`config.mk`:
```
export PLATFORM = sky130hd
export DESIGN_NAME = kara3_mul
export DESIGN_NICKNAME = d
export VERILOG_FILES = /design/src/rtl/kara3_pkg.sv /design/src/rtl/gf_coef_mul.sv /design/src/rtl/kara3_presum.sv /design/src/rtl/kara3_combine.sv /design/src/rtl/kara3_mul.sv
export SDC_FILE = /design/constraint.sdc
export NUM_CORES = 1
export LEC_CHECK = 0
export ABC_AREA = 0
export ABC_CLOCK_PERIOD_IN_PS = 2550
export BUFFER_PORTS_ARGS = -buffer_cell sky130_fd_sc_hd__buf_2
export CAP_MARGIN = 20
export CORE_MARGIN = 3
export CORE_UTILIZATION = 31
export CTS_CLUSTER_DIAMETER = 80
export DETAILED_ROUTE_END_ITERATION = 16
export PLACE_DENSITY = 0.56
export SKIP_CTS_REPAIR_TIMING = 1
export SLEW_MARGIN = 20
export SYNTH_ARGS = -nofsm -noshare
export SYNTH_HDL_FRONTEND = slang
export SYNTH_HIERARCHICAL = 1
export SYNTH_SLANG_ARGS = --single-unit
```
`constraint.sdc`:
```
create_clock -name clk -period 2.55 [get_ports clk]
set_input_delay 0.255 -clock clk [delete_from_list [all_inputs] [get_ports clk]]
set_output_delay 0.255 -clock clk [all_outputs]
set_load 0.01 [all_outputs]
```
`src/rtl/kara3_pkg.sv`:
```
package kara3_pkg;
  // Number of coefficients per operand and in the unreduced product.
  localparam int TERMS_IN  = 3;
  localparam int TERMS_OUT = 2 * TERMS_IN - 1;
  // Six coefficient products: three single terms, two pair sums, one full sum.
  localparam int NUM_PROD  = 6;

  typedef enum logic [2:0] {
    P_LO   = 3'd0,
    P_MID  = 3'd1,
    P_HI   = 3'd2,
    P_LOW2 = 3'd3,
    P_UP2  = 3'd4,
    P_ALL  = 3'd5
  } prod_sel_e;
endpackage

```
`src/rtl/gf_coef_mul.sv`:
```
// Combinational multiply in GF(2^W): carry-less product, then fold the
// high bits back using x^W = FOLD (the low part of the field polynomial).
module gf_coef_mul #(
  parameter int W = 7,
  parameter logic [W-1:0] FOLD = 7'h03
) (
  input  logic [W-1:0] x,
  input  logic [W-1:0] y,
  output logic [W-1:0] p
);
  localparam int RAW_W = 2 * W - 1;

  logic [RAW_W-1:0] raw;
  logic [RAW_W-1:0] red;
  logic [RAW_W-1:0] x_ext;
  logic [RAW_W-1:0] fold_ext;

  assign x_ext    = {{(W-1){1'b0}}, x};
  assign fold_ext = {{(W-1){1'b0}}, FOLD};

  always_comb begin
    raw = '0;
    for (int i = 0; i < W; i++) begin
      if (y[i]) raw = raw ^ (x_ext << i);
    end
  end

  always_comb begin
    red = raw;
    for (int k = RAW_W - 1; k >= W; k--) begin
      if (red[k]) begin
        red[k] = 1'b0;
        red = red ^ (fold_ext << (k - W));
      end
    end
  end

  assign p = red[W-1:0];
endmodule

```
`src/rtl/kara3_presum.sv`:
```
// Shared operand sums for one side: the upper pair sum is reused for the full sum.
module kara3_presum #(
  parameter int W = 7
) (
  input  logic [W-1:0] t0,
  input  logic [W-1:0] t1,
  input  logic [W-1:0] t2,
  output logic [W-1:0] s_low2,
  output logic [W-1:0] s_up2,
  output logic [W-1:0] s_all
);
  assign s_low2 = t0 ^ t1;
  assign s_up2  = t1 ^ t2;
  assign s_all  = s_up2 ^ t0;
endmodule

```
`src/rtl/kara3_combine.sv`:
```
// Recombines the six coefficient products into the five product coefficients.
module kara3_combine #(
  parameter int W = 7
) (
  input  logic [W-1:0] d_lo,
  input  logic [W-1:0] d_mid,
  input  logic [W-1:0] d_hi,
  input  logic [W-1:0] d_low2,
  input  logic [W-1:0] d_up2,
  input  logic [W-1:0] d_all,
  output logic [W-1:0] k0,
  output logic [W-1:0] k1,
  output logic [W-1:0] k2,
  output logic [W-1:0] k3,
  output logic [W-1:0] k4
);
  assign k0 = d_lo;
  assign k1 = d_low2 ^ d_lo ^ d_mid;
  // The middle-square term enters three times and leaves one copy.
  assign k2 = d_all ^ d_low2 ^ d_up2;
  assign k3 = d_up2 ^ d_mid ^ d_hi;
  assign k4 = d_hi;
endmodule

```
`src/rtl/kara3_mul.sv`:
```
module kara3_mul #(
  parameter int COEF_W = 7,
  parameter logic [COEF_W-1:0] FIELD_POLY = 7'h03
) (
  input  logic              clk,
  input  logic              rst,
  input  logic              in_valid,
  output logic              in_ready,
  input  logic [COEF_W-1:0] a0,
  input  logic [COEF_W-1:0] a1,
  input  logic [COEF_W-1:0] a2,
  input  logic [COEF_W-1:0] b0,
  input  logic [COEF_W-1:0] b1,
  input  logic [COEF_W-1:0] b2,
  output logic              out_valid,
  input  logic              out_ready,
  output logic [COEF_W-1:0] c0,
  output logic [COEF_W-1:0] c1,
  output logic [COEF_W-1:0] c2,
  output logic [COEF_W-1:0] c3,
  output logic [COEF_W-1:0] c4
);
  import kara3_pkg::*;

  logic [COEF_W-1:0] sa_low2, sa_up2, sa_all;
  logic [COEF_W-1:0] sb_low2, sb_up2, sb_all;
  logic [COEF_W-1:0] op_x [NUM_PROD];
  logic [COEF_W-1:0] op_y [NUM_PROD];
  logic [COEF_W-1:0] prod [NUM_PROD];
  logic [COEF_W-1:0] k0, k1, k2, k3, k4;
  logic [COEF_W-1:0] q0, q1, q2, q3, q4;
  logic              vld_q;
  logic              accept;

  kara3_presum #(.W(COEF_W)) u_sum_a (
    .t0(a0), .t1(a1), .t2(a2),
    .s_low2(sa_low2), .s_up2(sa_up2), .s_all(sa_all)
  );

  kara3_presum #(.W(COEF_W)) u_sum_b (
    .t0(b0), .t1(b1), .t2(b2),
    .s_low2(sb_low2), .s_up2(sb_up2), .s_all(sb_all)
  );

  assign op_x[P_LO]   = a0;      assign op_y[P_LO]   = b0;
  assign op_x[P_MID]  = a1;      assign op_y[P_MID]  = b1;
  assign op_x[P_HI]   = a2;      assign op_y[P_HI]   = b2;
  assign op_x[P_LOW2] = sa_low2; assign op_y[P_LOW2] = sb_low2;
  assign op_x[P_UP2]  = sa_up2;  assign op_y[P_UP2]  = sb_up2;
  assign op_x[P_ALL]  = sa_all;  assign op_y[P_ALL]  = sb_all;

  for (genvar g = 0; g < NUM_PROD; g++) begin : g_prod
    gf_coef_mul #(.W(COEF_W), .FOLD(FIELD_POLY)) u_gmul (
      .x(op_x[g]), .y(op_y[g]), .p(prod[g])
    );
  end

  kara3_combine #(.W(COEF_W)) u_comb (
    .d_lo(prod[P_LO]), .d_mid(prod[P_MID]), .d_hi(prod[P_HI]),
    .d_low2(prod[P_LOW2]), .d_up2(prod[P_UP2]), .d_all(prod[P_ALL]),
    .k0(k0), .k1(k1), .k2(k2), .k3(k3), .k4(k4)
  );

  // A single output stage: free when empty or being drained this cycle.
  assign in_ready = !vld_q || out_ready;
  assign accept   = in_valid && in_ready;

  always_ff @(posedge clk) begin
    if (rst) begin
      vld_q <= 1'b0;
    end else if (in_ready) begin
      vld_q <= in_valid;
    end
  end

  always_ff @(posedge clk) begin
    if (accept) begin
      q0 <= k0;
      q1 <= k1;
      q2 <= k2;
      q3 <= k3;
      q4 <= k4;
    end
  end

  assign out_valid = vld_q;
  assign c0 = q0;
  assign c1 = q1;
  assign c2 = q2;
  assign c3 = q3;
  assign c4 = q4;
endmodule

```
==> metrics.csv <==
metric,value,unit
vias,5203,
grt_usage,16.81,%
antenna_found_initial,0,
grt_overflow,0,
use_met3,1.257,%
ys_ff_latch,36,
ant_nets,0,
port_buffers,82,
min_period,2374,ps
layout.cells.non_filler,1176,
timing.max_cap.violations,0,
nets,956,
grt_setup_unrepaired,no,
power_leakage,3.523,nW
crit_path_end_kind,register,
finalHoldViolCount,0,
gp_congestion,0.8858,
use_met1,24.90,%
start_util,31.76,%
tightest_slew,482.7,ps
final_cell_mix,"282 x nand2_1, 192 x xnor2_1, 129 x buf_4, 94 x xor2_1, 82 x buf_2",
max-clock-path-buffers,2,
grt_max_degree,36,
yosysSeqAreaShare,17.21,%
clk_pin_slew_worst_paths,60,ps
wire_per_inst,15.67,um
synth_cell_types,17,
fin_area,7944,um2
io_pins,83,
crit_path_cell_trace,buf_2 -> xor3_1 -> buf_4 -> nand2_1 -> xor2_1 -> xnor2_1 -> xnor2_1 -> xnor2_1 -> xor3_1,
yosysWarningCount,6,
placed_cell_area,7787,um2
synth_top_area_share,27.03,%
crit_type,input pin to register,
start_kind,input pin,
die_w,147.7,um
slowest_delay,450,ps
setup_viol,0,
synthCells,717,
clockRootBuffer,clkbuf_16,
final_util,40.55,%
status,finished clean,
cts_tree,yes,
placed_cells,1168,
cts_buffers,5,
layout_commonest_cell,nand2_1,
finalSetupTns,0,ps
use_met2,26.36,%
die_h,147.7,um
power_density,957.5,nW/um2
drv_slew,0,
crit_fanout,6,
post-route-period-util,93.10,%
fp-row-count,51,
worstPathArrival,2400,ps
cp_slowest_cell,xor3_1,
h-tree-depth,2,
fmax,421.2,MHz
die-area,21810,um2
first_iter_violations,296,
dpl.hpwl,15390,um
final_layout_size_suffix_gt1_share,27.00,%
clock_skew,5.015,ps
drt_wl_total,18430,um
core_area,19590,um2
grt_busiest_layer,met2,
cpMostUsedCell,xnor2_1,
n_antenna_cell,0,
min_path_type,input pin to register,
grt_pass1_vias,4986,
area_growth_syn_to_layout,27.67,%
drc,0,
grt_pass1_wl,28520,um
syn-num-nets,763,
synth_area_leaders,"xnor2_1 27%, nand2_1 17%, edfxtp_1 17%",
clkLatencyLatePin,280,ps
numClockSinks,36,
yosys.area.top_type,xnor2_1,
viasPerCell,4.424,
ir_drop,0.0004926,V
avgSynthCellArea,8.678,um2
relSlewSlack,67.71,%
worstPathRequired,2570,ps
netlist_area,6222,um2
dr.pass1.iters,6,
-- area by class of cell --
cell class                 instances  area (um2)
inverter                           1       3.754
tap                              265       331.6
multi-input combinational        654        4982
clock buffer                       8       156.4
timing repair buffer             212        1399
fill                            2034       11650
sequential                        36        1071
-- metal layers --
layer  share of wire (%)  up-vias
li1                    -     2621
met1                  48     2390
met2                  45      171
met3                 5.3       21
met4                 2.4        0
met5                   0        -
-- registers in the layout, summed over array words and instances, names as in the netlist --
register   count
c0             7
c1             7
c2             7
c3             7
c4             7
out_valid      1
-- report_power, final --
| part | leakage [nW] | switching (mW) | internal, mW |
|---|---|---|---|
| clock network | 0.0772 | 0.231 | 0.416 |
| registers | 0.347 | 0.0580 | 1.20 |
| logic | 3.10 | 2.35 | 3.35 |
| total | 3.52 | 2.64 | 4.96 |
-- cells in the mapped netlist --
cell and number:
buf_4 14, xor2_1 94, o31ai_1 6, a31oi_1 6, a21oi_2 1, nand3b_1 6, xor3_1 35, xnor2_2 24
nand2_1 282, nand2b_1 6, and2_4 1, edfxtp_1 35, nand2b_4 1, inv_1 1, dfxtp_1 1, buf_2 12
xnor2_1 192
-- cells by family after synthesis --
kind of cell              Yosys count  synth area share (%)
DFF                                36                 17.21
and+or+nand+nor                   296                 18.70
AOI/OAI and AO/OA                  13                 1.468
buffers and inverters              27                 2.715
xor gates and xnor gates          345                 59.90
-- per-stage QoR --
step,power [mW],hold WS [ps],setup WS (ps)
3_3_place_gp,6.972,416.2,-128.3
2_1_floorplan,5.253,317.4,421.9
3_5_place_dp,6.956,419.6,-129.2
5_1_grt,8.067,135.9,55.04
4_1_cts,7.674,124.5,176.5
6_report,7.606,131.4,175.8
-- worst paths after layout --
check / from / endpoint / slack (ps) / cells after the start
setup / recovery: b2[3] / c2[1] / 180 / 9
hold / removal: rst / out_valid / 130 / 2
setup reg to reg: out_valid / c0[3] / 1320 / 2
hold reg to reg: out_valid / out_valid / 500 / 2
-- critical path, delay by kind of cell --
family | cells | cell delay, ps
XOR/XNOR | 6 | 1750
buffers and inverters | 2 | 320
AND/OR/NAND/NOR | 1 | 70
Power figures use the tool's default switching activity.
